<file path="src/rtl/mm2st_pkg.sv">
package mm2st_pkg;
  typedef enum logic {
    OFS_DATA = 1'b0,
    OFS_CTRL = 1'b1
  } ofs_e;

  localparam int FLAG_SOP = 0;
  localparam int FLAG_EOP = 1;

  typedef struct packed {
    logic eop;
    logic sop;
  } frame_t;
endpackage

</file>
<file path="src/rtl/mm2st_frame_ctl.sv">
module mm2st_frame_ctl
  import mm2st_pkg::*;
(
  input  logic       clk,
  input  logic       rst_n,
  input  logic       ctl_wr,
  input  logic [1:0] ctl_wdata,
  input  logic       push_acc,
  output frame_t     pend
);
  frame_t pend_q, pend_d;
  logic   pend_en;

  always_comb begin
    pend_en = ctl_wr | push_acc;
    pend_d  = pend_q;
    if (ctl_wr) begin
      pend_d.sop = ctl_wdata[FLAG_SOP];
      pend_d.eop = ctl_wdata[FLAG_EOP];
    end else if (push_acc) begin
      pend_d = '0;
    end
  end

  always_ff @(posedge clk or negedge rst_n) begin
    if (!rst_n) begin
      pend_q <= '0;
    end else if (pend_en) begin
      pend_q <= pend_d;
    end
  end

  assign pend = pend_q;


  flags_consumed_chk: assert property (@(posedge clk) disable iff (!rst_n)
    (push_acc && !ctl_wr) |=> (pend.sop == 1'b0 && pend.eop == 1'b0));


  ctl_load_chk: assert property (@(posedge clk) disable iff (!rst_n)
    ctl_wr |=> (pend.sop == $past(ctl_wdata[0]) && pend.eop == $past(ctl_wdata[1])));
endmodule

</file>
<file path="src/rtl/mm2st_fifo_store.sv">
module mm2st_fifo_store #(
  parameter int ENTRY_W = 34,
  parameter int DEPTH   = 16,
  localparam int PTR_W  = (DEPTH > 1) ? $clog2(DEPTH) : 1,
  localparam int LVL_W  = $clog2(DEPTH + 1)
) (
  input  logic               clk,
  input  logic               rst_n,
  input  logic               push,
  input  logic [ENTRY_W-1:0] push_entry,
  input  logic               pop,
  output logic [ENTRY_W-1:0] head_entry,
  output logic               full,
  output logic               empty,
  output logic [LVL_W-1:0]   level
);
  logic [ENTRY_W-1:0] mem [DEPTH];
  logic [PTR_W-1:0]   wr_ptr_q, wr_ptr_d;
  logic [PTR_W-1:0]   rd_ptr_q, rd_ptr_d;
  logic [LVL_W-1:0]   lvl_q, lvl_d;
  logic               ptr_en;

  function automatic logic [PTR_W-1:0] ptr_step(input logic [PTR_W-1:0] p);
    return (p == PTR_W'(DEPTH - 1)) ? '0 : p + 1'b1;
  endfunction

  always_comb begin
    wr_ptr_d = push ? ptr_step(wr_ptr_q) : wr_ptr_q;
    rd_ptr_d = pop  ? ptr_step(rd_ptr_q) : rd_ptr_q;
    lvl_d    = lvl_q;
    if (push && !pop) begin
      lvl_d = lvl_q + 1'b1;
    end else if (pop && !push) begin
      lvl_d = lvl_q - 1'b1;
    end
    ptr_en = push | pop;
  end

  always_ff @(posedge clk or negedge rst_n) begin
    if (!rst_n) begin
      wr_ptr_q <= '0;
      rd_ptr_q <= '0;
      lvl_q    <= '0;
    end else if (ptr_en) begin
      wr_ptr_q <= wr_ptr_d;
      rd_ptr_q <= rd_ptr_d;
      lvl_q    <= lvl_d;
    end
  end

  always_ff @(posedge clk) begin
    if (push) begin
      mem[wr_ptr_q] <= push_entry;
    end
  end

  assign head_entry = mem[rd_ptr_q];
  assign full       = (lvl_q == LVL_W'(DEPTH));
  assign empty      = (lvl_q == '0);
  assign level      = lvl_q;


  no_overflow_chk: assert property (@(posedge clk) disable iff (!rst_n)
    push |-> !full);


  no_underflow_chk: assert property (@(posedge clk) disable iff (!rst_n)
    pop |-> !empty);


  level_bound_chk: assert property (@(posedge clk) disable iff (!rst_n)
    level <= LVL_W'(DEPTH));


  level_same_chk: assert property (@(posedge clk) disable iff (!rst_n)
    (push && pop) |=> $stable(level));
endmodule

</file>
<file path="src/rtl/mm2st_pkt_fifo.sv">
module mm2st_pkt_fifo
  import mm2st_pkg::*;
#(
  parameter int SYM_W   = 8,
  parameter int SYMS    = 4,
  parameter int DEPTH   = 16,
  localparam int DATA_W  = SYM_W * SYMS,
  localparam int ENTRY_W = DATA_W + 2,
  localparam int LVL_W   = $clog2(DEPTH + 1)
) (
  input  logic              clk,
  input  logic              rst_n,
  input  logic              mm_addr,
  input  logic              mm_write,
  input  logic              mm_read,
  input  logic [DATA_W-1:0] mm_wdata,
  output logic [DATA_W-1:0] mm_rdata,
  output logic              mm_waitrequest,
  output logic [DATA_W-1:0] st_data,
  output logic              st_sop,
  output logic              st_eop,
  output logic              st_valid,
  input  logic              st_ready
);
  logic               data_wr, ctl_wr, push, pop;
  logic               full, empty;
  logic [LVL_W-1:0]   level;
  frame_t             pend;
  logic [ENTRY_W-1:0] push_entry, head_entry;

  always_comb begin
    data_wr        = mm_write && (mm_addr == 1'(OFS_DATA));
    ctl_wr         = mm_write && (mm_addr == 1'(OFS_CTRL));
    mm_waitrequest = data_wr && full;
    push           = data_wr && !full;
    st_valid       = !empty;
    pop            = st_valid && st_ready;
    push_entry     = {pend.eop, pend.sop, mm_wdata};
  end

  mm2st_frame_ctl u_frame_ctl (
    .clk       (clk),
    .rst_n     (rst_n),
    .ctl_wr    (ctl_wr),
    .ctl_wdata (mm_wdata[1:0]),
    .push_acc  (push),
    .pend      (pend)
  );

  mm2st_fifo_store #(
    .ENTRY_W (ENTRY_W),
    .DEPTH   (DEPTH)
  ) u_store (
    .clk        (clk),
    .rst_n      (rst_n),
    .push       (push),
    .push_entry (push_entry),
    .pop        (pop),
    .head_entry (head_entry),
    .full       (full),
    .empty      (empty),
    .level      (level)
  );

  always_comb begin
    st_data = head_entry[DATA_W-1:0];
    st_sop  = st_valid & head_entry[DATA_W];
    st_eop  = st_valid & head_entry[DATA_W+1];
  end

  always_comb begin
    mm_rdata = '0;
    if (mm_read) begin
      if (mm_addr == 1'(OFS_CTRL)) begin
        mm_rdata[FLAG_SOP] = pend.sop;
        mm_rdata[FLAG_EOP] = pend.eop;
      end else begin
        mm_rdata = DATA_W'(level);
      end
    end
  end


  beat_hold_chk: assert property (@(posedge clk) disable iff (!rst_n)
    (st_valid && !st_ready) |=> (st_valid && $stable(st_data) && $stable(st_sop) && $stable(st_eop)));


  flags_need_valid_chk: assert property (@(posedge clk) disable iff (!rst_n)
    (st_sop || st_eop) |-> st_valid);


  stall_level_chk: assert property (@(posedge clk) disable iff (!rst_n)
    (mm_waitrequest && !pop) |=> $stable(level));


  stall_flags_chk: assert property (@(posedge clk) disable iff (!rst_n)
    mm_waitrequest |=> $stable(pend));
endmodule

</file>
<file path="config.mk">
export PLATFORM = sky130hd
export DESIGN_NAME = mm2st_pkt_fifo
export DESIGN_NICKNAME = d
export VERILOG_FILES = /design/src/rtl/mm2st_pkg.sv /design/src/rtl/mm2st_frame_ctl.sv /design/src/rtl/mm2st_fifo_store.sv /design/src/rtl/mm2st_pkt_fifo.sv
export SDC_FILE = /design/constraint.sdc
export NUM_CORES = 1
export LEC_CHECK = 0
export ABC_CLOCK_PERIOD_IN_PS = 11550
export BUFFER_PORTS_ARGS = -buffer_cell sky130_fd_sc_hd__buf_2
export CORE_ASPECT_RATIO = 2
export CORE_MARGIN = 2
export CORE_UTILIZATION = 28
export CTS_CLUSTER_SIZE = 25
export DETAILED_ROUTE_END_ITERATION = 8
export PLACE_DENSITY = 0.52
export RECOVER_POWER = 25
export SLEW_MARGIN = 20
export SYNTH_ARGS = -nofsm -noshare
export SYNTH_HDL_FRONTEND = slang
export SYNTH_HIERARCHICAL = 1
export SYNTH_SLANG_ARGS = --single-unit
</file>
<file path="constraint.sdc">
create_clock -name clk -period 11.55 [get_ports clk]
set_input_delay 2.31 -clock clk [delete_from_list [all_inputs] [get_ports clk]]
set_output_delay 2.31 -clock clk [all_outputs]
set_load 0.05 [all_outputs]
</file>
* Word level (Yosys, flattened, before mapping) *
Memory sizes are Yosys's and may differ from the RTL's.
Cells that the tools add are included.

word-level totals
  RAM bits = 544
  output and inout bits = 68
  memories = 1
  register bits after elaboration = 15
  word-level logic and storage cells = 47
  input bits = 38

memory list
  memory       words  width  rd ports  clocked after Yosys merged registers in  write ports  line                    RTL
  u_store.mem  16     34     1         0                                        1            mm2st_fifo_store.sv:17  logic [ENTRY_W-1:0] mem [DEPTH];

cells by class
  reduce and logical (&&, ||, !) cells = 18
  bitwise logic cells = 5
  muxes and demuxes = 11
  add/sub/neg operators = 4
  equality and inequality tests = 3

operator list
  cell                   number
  $mux W32               1
  $mux W5                2
  $add A4 B1 Y4 const B  2
  $eq A4 B4 Y1 const B   2
  $mux W4                2
  $reduce_and A2 Y1      4
  $logic_and A1 B1 Y1    7
  $mux W2                3
  $add A5 B1 Y5 const B  1
  $eq A5 B5 Y1 const B   1
  $logic_not A5 Y1       1
  $sub A5 B1 Y5 const B  1
  $logic_not A1 Y1       4
  $reduce_bool A2 Y1     2
  $mux W3                1
  $and A1 B1 Y1          2
  $mux W1                2
  $or A1 B1 Y1           2
  $not A1 Y1             1

* Depth between registers and ports, before layout *
Gate-level depths: netlist of the first run.

  word-level depth = 7
  gate-level depth with buffers = 11
  gate-level depth less buffers = 11

* By module *
Netlist of the first run, hierarchy kept.

by module, submodules not included
  module            sequential area each (µm²)  area each (µm²)  instances  cells each
  mm2st_fifo_store  16661.0                     21553.2          1          1003
  mm2st_pkt_fifo    0.0                         309.0            1          43
  mm2st_frame_ctl   50.0                        71.3             1          5

* Worst setup path before layout of the first run *
Ideal clock, no wire load.

  kind = input-to-reg
  start = input mm_addr
  end = memory u_store.mem[3][0] (enable)
  library setup time = 0.467 ns
  path slack = 5.631 ns
  data required time = 11.083 ns
  stages on the path = 3
  data arrival time = 5.452 ns
  buffers on the path = 0
  cells stage by stage = nor3b_1 nand2_1 nor3_1

on the way
  cells in the longest elaborated chain, start to end = 5

ends and longest elaborated chain
  element                        line                    RTL
  from (decl)                    mm2st_pkt_fifo.sv:13    input logic mm_addr,
  $not A1 Y1                     mm2st_pkt_fifo.sv:32    data_wr = mm_write && (mm_addr == 1'(OFS_DATA));
  $logic_and A1 B1 Y1            mm2st_pkt_fifo.sv:32
  $logic_and A1 B1 Y1            mm2st_pkt_fifo.sv:35    push = data_wr && !full;
  $mux W1                        mm2st_fifo_store.sv:52  if (push) begin
  $mux W1 (implied by the code)  mm2st_fifo_store.sv:53  mem[wr_ptr_q] <= push_entry;
  to (decl)                      mm2st_fifo_store.sv:17

No other way between the ends.

* Worst setup path after layout of the first run *
  start = register u_store.rd_ptr_q[0]
  end = output st_eop

on the way
  cells in the longest elaborated chain, start to end = 2

ends and longest elaborated chain
  element                 line                    RTL
  from (decl)             mm2st_fifo_store.sv:19  logic [PTR_W-1:0] rd_ptr_q, rd_ptr_d;
  from (signal assigned)  mm2st_fifo_store.sv:46  rd_ptr_q <= rd_ptr_d;
  $mem_v2 Z16 W34         --
  via head_entry[33]      mm2st_pkt_fifo.sv:29    logic [ENTRY_W-1:0] push_entry, head_entry;
  $and A1 B1 Y1           mm2st_pkt_fifo.sv:68    st_eop = st_valid & head_entry[DATA_W+1];
  to (decl)               mm2st_pkt_fifo.sv:21    output logic st_eop,

The timed path passes the listed nets, and every way through them passes these cells.

==> impl_metrics.py, run 1 <==
metrics = {
    "outcome": {
        "outcome": "complete, no violations",
    },
    "clocking": {
        "cts_buffers": 47,
        "cts.path.max_buffers": 3,
        "cts_root_buf": "clkbuf_16",
        "cts_tree": "yes",
        "cts.sinks": 559,
        "cts_resized": 0,
        "worstSkewPairLatency_ns": 0.59,
        "cts_hold_buf": 0,
        "post-cts-setup-buffers": 0,
        "path_clk_slew_ns": 0.07,
        "cts_max_level": 2,
    },
    "floorplan": {
        "rows": 145,
        "coreArea_um2": 77800,
        "die_area_um2": 80700,
        "io_pins": 106,
        "die_w_um": 202,
        "initial_core_util_pct": 28.2,
        "die_h_um": 400,
    },
    "synth": {
        "ys_seq_area_share_pct": 76.2,
        "synthesis.instances": 1051,
        "yosys-top-cells-area": "edfxtp_1, mux4_2, mux2i_1",
        "avgSynthCellArea_um2": 20.9,
        "syn-cell-area_um2": 21900,
        "synth_top_cell_area_share_pct": 74.5,
        "synth_top_cell_by_area": "edfxtp_1",
        "ys_warn_count": 6,
        "synthDistinctLibCells": 38,
        "synth-seq-cells": 559,
    },
    "placed_design": {
        "port-buffer-count": 78,
        "placed_cell_area_um2": 23500,
        "pre_cts_slack_ns": 5.14,
        "place_congestion": 0.690,
        "detailedPlacementHpwl_mm": 28.4,
    },
    "power_and_ir_drop": {
        "power_density_nw_per_um2": 238,
        "finalPower_mw": 5.94,
        "power.leakage_nw": 7.92,
        "irDropWorstVdd_v": 0.000109,
    },
    "grt": {
        "grt_pass1_vias": 11206,
        "grt_max_degree": 68,
        "gr-total-overflow": 0,
        "antenna_found_initial": 2,
        "grt_usage_pct": 12.9,
        "grt_pass1_wl_mm": 75.8,
    },
    "cells_and_area": {
        "finalInstanceArea_um2": 25000,
        "drive_above_1_share_pct": 23.3,
        "finalNetCount": 1195,
        "num_antenna_cells": 0,
        "synthToLayoutAreaGrowth_pct": 14.0,
    },
    "setup_path": {
        "cp_data_arrival_time_ns": 4.48,
        "cp-end-kind": "output pin",
        "path_cells": "buf_4 -> buf_4 -> mux4_2 -> a32oi_1 -> o21ai_1 -> nor2b_1 -> buf_2",
        "startpoint_type": "register",
        "slowest_delay_ns": 0.92,
        "cpMostUsedCell": "buf_4",
        "crit_slowest_cell": "dfrtp_4",
        "critPathRequiredTime_ns": 9.24,
        "path_max_fanout": 41,
        "crit_type": "reg2out",
    },
    "sta": {
        "drv_slew": 0,
        "slew-limit-headroom_pct": 24.5,
        "worst_slack_ns": 4.76,
        "hold-worst-slack_ns": 0.525,
        "hold_viol": 0,
        "tns_ns": 0,
        "setup_violations": 0,
        "tightest_slew_ns": 1.13,
        "max_freq_mhz": 147,
        "fin_crit_sh_pct": 58.8,
        "rsz0062_at_grt": "no",
        "layout_min_cycle_time_ns": 6.79,
        "fin_skew_ns": 0.0322,
    },
    "drt": {
        "routedWlPerCell_um": 23.5,
        "postRouteAntennaNets": 0,
        "vias_per_cell": 4.67,
        "first_pass_iters": 4,
        "wirelength_mm": 52.1,
        "drc": 0,
        "drt_iter0_drc": 629,
        "vias": 10343,
    },
    "job": {
        "cap_viol_max_count": 0,
    },
    "worst_hold_path": {
        "hp-class": "reg2reg",
    },
}
==> placed cells by master (no fill, tap or decap), types with 12 or more instances in the layout <==
master | synthesis | final
a22oi_1 | 34 | 34
a32oi_1 | 34 | 34
buf_2 | 15 | 58
buf_4 | 30 | 25
clkbuf_1 | 26 | 31
clkbuf_16 | 0 | 48
clkinv_1 | 0 | 13
conb_1 | 1 | 27
dfrtp_1 | 15 | 12
edfxtp_1 | 544 | 544
mux2i_1 | 106 | 106
mux4_2 | 102 | 102
nor2_4 | 0 | 13
o21ai_1 | 34 | 34
==> cells by family (layout without fill, tap and decap cells) <==
kind of cell    after synthesis  after routing  share of synthesized area [%]
xor+xnor                      6              6                          0.240
buf+inv                      92            199                           2.43
other cells                   1             27                         0.0171
fa+ha+maj                    11             11                          0.662
mux                         212            212                           15.5
simple gates                 53             53                           1.19
flops                       559            559                           76.2
compound gates              117            117                           3.75
==> power breakdown <==
group	internal (mW)	total [mW]	leakage, nW	switching [mW]
logic	0.638	1.89	2.13	1.25
registers	2.35	2.50	5.08	0.154
clock network	0.833	1.55	0.714	0.719
==> cell usage after synthesis (all sizes together) <==
cell type / number
edfxtp: 544
mux2: 4
buf: 58
o21ai: 36
and3b: 1
inv: 8
xnor2: 4
nand3: 1
mux4: 102
nor3b: 1
nor2: 16
ha: 10
o41ai: 1
a22oi: 34
conb: 1
clkbuf: 26
xor2: 2
dfrtp: 15
a21oi: 5
nor2b: 9
nor3: 4
nor4: 1
a311oi: 1
a32oi: 34
mux2i: 106
nand4: 1
nand2: 11
and2: 6
nand2b: 2
o31ai: 1
a21o: 3
fa: 1
a22o: 2
==> flip-flops by register name, indices dropped and copies added, names as in the netlist <==
register / cells
u_frame_ctl/pend: 2
u_store/level: 5
u_store/rd_ptr_q: 4
u_store/mem: 544
u_store/wr_ptr_q: 4
==> layer usage <==
| metal | up-vias | track usage [%] | part of all wire, % |
|---|---|---|---|
| li1 | 4494 | - | - |
| met1 | 5528 | 14.7 | 39 |
| met2 | 227 | 24.2 | 54 |
| met3 | 90 | 1.79 | 3.5 |
| met4 | 4 | 4.94 | 3.3 |
| met5 | - | 0 | 0.056 |
==> stage by stage <==
step           std cells  utilization [%]
5_1_grt             2213             32.1
3_5_place_dp        2125             30.2
6_report            2213             32.1
2_1_floorplan       1077                -
3_3_place_gp        2125             30.2
4_1_cts             2212             32.1
==> final timing paths <==
check,startpoint,end,slack [ns],depth (start not counted)
worst max-delay path,u_store/rd_ptr_q[0],st_eop,4.76,7
worst min-delay path,u_store/level[4],u_store/level[4],0.53,1
worst max register to register,u_store/level[0],u_store/mem[3][26],7.57,6
worst min register to register,u_store/level[4],u_store/level[4],0.53,1
max in group asynchronous,rst_n,u_store/rd_ptr_q[0],8.97,1
min in group asynchronous,rst_n,u_store/rd_ptr_q[3],1.87,1
==> layout make-up <==
| cell class | count | area (µm²) |
|---|---|---|
| Fill cell | 7402 | 52800 |
| Sequential cell | 559 | 16700 |
| Multi-Input combinational cell | 426 | 4910 |
| Tap cell | 1029 | 1290 |
| Clock buffer | 59 | 1240 |
| Timing Repair Buffer | 104 | 581 |
| Clock inverter | 28 | 220 |
| Inverter | 8 | 30.0 |
==> worst max-delay path, delay by kind of cell (launching register included) <==
kind                   cells  cell delay (ns)
AO/OA/AOI/OAI              2             0.35
buffers and inverters      3             1.75
flip-flops                 1             0.92
multiplexers               1             0.58
AND/OR/NAND/NOR            1             0.20
Note: power is estimated with default switching activity, not from simulation.
==> run 2, diff against run 1 <==
--- a/config.mk
+++ b/config.mk
@@ -5,7 +5,7 @@
 export SDC_FILE = /design/constraint.sdc
 export NUM_CORES = 1
 export LEC_CHECK = 0
-export ABC_CLOCK_PERIOD_IN_PS = 11550
+export ABC_CLOCK_PERIOD_IN_PS = 6860
 export BUFFER_PORTS_ARGS = -buffer_cell sky130_fd_sc_hd__buf_2
 export CORE_ASPECT_RATIO = 2
 export CORE_MARGIN = 2
==> constraint.sdc (replaced) <==
create_clock -name clk -period 6.86 [get_ports clk]
set_input_delay 1.372 -clock clk [delete_from_list [all_inputs] [get_ports clk]]
set_output_delay 1.372 -clock clk [all_outputs]
set_load 0.05 [all_outputs]
==> impl_metrics.py, run 2 (synthesized netlist as in run 1, its figures left out) <==
metrics = {
    "floorplan": {
        "io_pins": 106,
        "initial_core_util_pct": 28.2,
        "die_w_um": 202,
        "rows": 145,
        "die_h_um": 400,
        "die_area_um2": 80700,
        "coreArea_um2": 77800,
    },
    "sta": {
        "setup_violations": 0,
        "hold_viol": 0,
        "drv_slew": 0,
        "rsz0062_at_grt": "no",
        "tns_ns": 0,
        "layout_min_cycle_time_ns": 5.12,
        "max_freq_mhz": 195,
        "fin_skew_ns": 0.0258,
        "slew-limit-headroom_pct": 25.3,
        "fin_crit_sh_pct": 74.6,
        "tightest_slew_ns": 1.12,
    },
    "setup_path": {
        "cp_data_arrival_time_ns": 3.74,
        "cp-end-kind": "output pin",
        "startpoint_type": "register",
        "crit_type": "reg2out",
        "path_max_fanout": 43,
        "critPathRequiredTime_ns": 5.49,
    },
    "placed_design": {
        "port-buffer-count": 78,
        "place_inst": 2131,
        "detailedPlacementHpwl_mm": 29.6,
        "place_congestion": 0.690,
    },
    "grt": {
        "gr-total-overflow": 0,
        "grt_usage_pct": 13.1,
        "grt_pass1_wl_mm": 77.1,
        "grt_max_degree": 59,
        "antenna_found_initial": 3,
        "grt_pass1_vias": 11272,
    },
    "power_and_ir_drop": {
        "power_density_nw_per_um2": 404,
        "finalPower_mw": 10.1,
        "power.leakage_nw": 7.98,
        "irDropWorstVdd_v": 0.000185,
    },
    "clocking": {
        "post-cts-setup-buffers": 0,
        "path_clk_slew_ns": 0.06,
        "cts_buffers": 46,
        "cts_hold_buf": 0,
        "cts_max_level": 2,
        "cts_resized": 0,
        "worstSkewPairLatency_ns": 0.59,
        "cts_root_buf": "clkbuf_16",
        "cts_tree": "yes",
        "cts.path.max_buffers": 3,
        "cts.sinks": 559,
    },
    "drt": {
        "wirelength_mm": 52.9,
        "routedWlPerCell_um": 23.9,
        "first_pass_iters": 4,
        "vias_per_cell": 4.75,
        "drc": 0,
        "vias": 10522,
        "postRouteAntennaNets": 0,
        "drt_iter0_drc": 896,
    },
    "cells_and_area": {
        "drive_above_1_share_pct": 24.3,
        "fin_cells": 2213,
        "regMostFlops": "u_store/mem",
        "final_cell_mix": "edfxtp_1, mux2i_1, mux4_2, buf_2, clkbuf_16",
        "finalNetCount": 1199,
        "synthToLayoutAreaGrowth_pct": 14.4,
        "reg_top3": "u_store/mem (544), u_store/level (5)",
        "num_antenna_cells": 0,
        "largest_register_ff_count": 544,
        "layout_commonest_cell": "edfxtp_1",
    },
    "job": {
        "cap_viol_max_count": 0,
    },
    "worst_hold_path": {
        "hp-class": "reg2reg",
    },
    "outcome": {
        "outcome": "complete, no violations",
    },
}
==> run 2: power by group <==
group | switching (mW) | internal, mW
clock network | 1.22 | 1.52
logic | 2.11 | 1.08
registers | 0.271 | 3.95
==> run 2: through the flow <==
stage | setup slack [ns] | util, % | hold WS, ns | cell area (µm²)
2_1_floorplan | 1.88 | - | 0.468 | 22000
3_3_place_gp | 2.28 | 30.3 | 0.498 | 23600
3_5_place_dp | 2.29 | 30.3 | 0.503 | 23600
4_1_cts | 1.67 | 32.3 | 0.519 | 25100
5_1_grt | 1.46 | 32.2 | 0.558 | 25100
6_report | 1.74 | 32.2 | 0.511 | 25100
==> run 2: path summary, 6_finish.rpt <==
| path | start | endpoint | slack (ns) | cells after the start |
|---|---|---|---|---|
| worst max-delay path | u_store/rd_ptr_q[0] | st_data[28] | 1.74 | 5 |
| worst min-delay path | u_store/level[4] | u_store/level[4] | 0.51 | 1 |
| worst max register to register | u_store/level[0] | u_store/mem[3][24] | 3.18 | 6 |
| worst min register to register | u_store/level[4] | u_store/level[4] | 0.51 | 1 |
| max in group asynchronous | rst_n | u_store/rd_ptr_q[0] | 5.29 | 1 |
| min in group asynchronous | rst_n | u_store/level[4] | 0.90 | 1 |
==> run 2: layout make-up <==
type,instances,area (µm²)
clock buffers,50,1190
multi-input cells,426,4910
clock inverters,32,349
fillers,7411,52700
repair buffers,109,608
well taps,1029,1290
inverters,8,30.0
flip-flops and latches,559,16700
==> run 2: per-layer routing <==
layer	GRT usage, %	vias up	part of all wire [%]
li1	-	4497	-
met1	15.0	5689	38
met2	24.6	239	54
met3	2.01	91	4.2
met4	4.77	6	3.2
met5	0	-	0.059
==> run 2: worst max-delay path, cell delays in order, from the launching register on <==
cell     delay [ns]
dfrtp_4        0.99
buf_4          0.75
mux4_2         0.59
a32oi_1        0.20
o21ai_1        0.21
buf_2          0.30
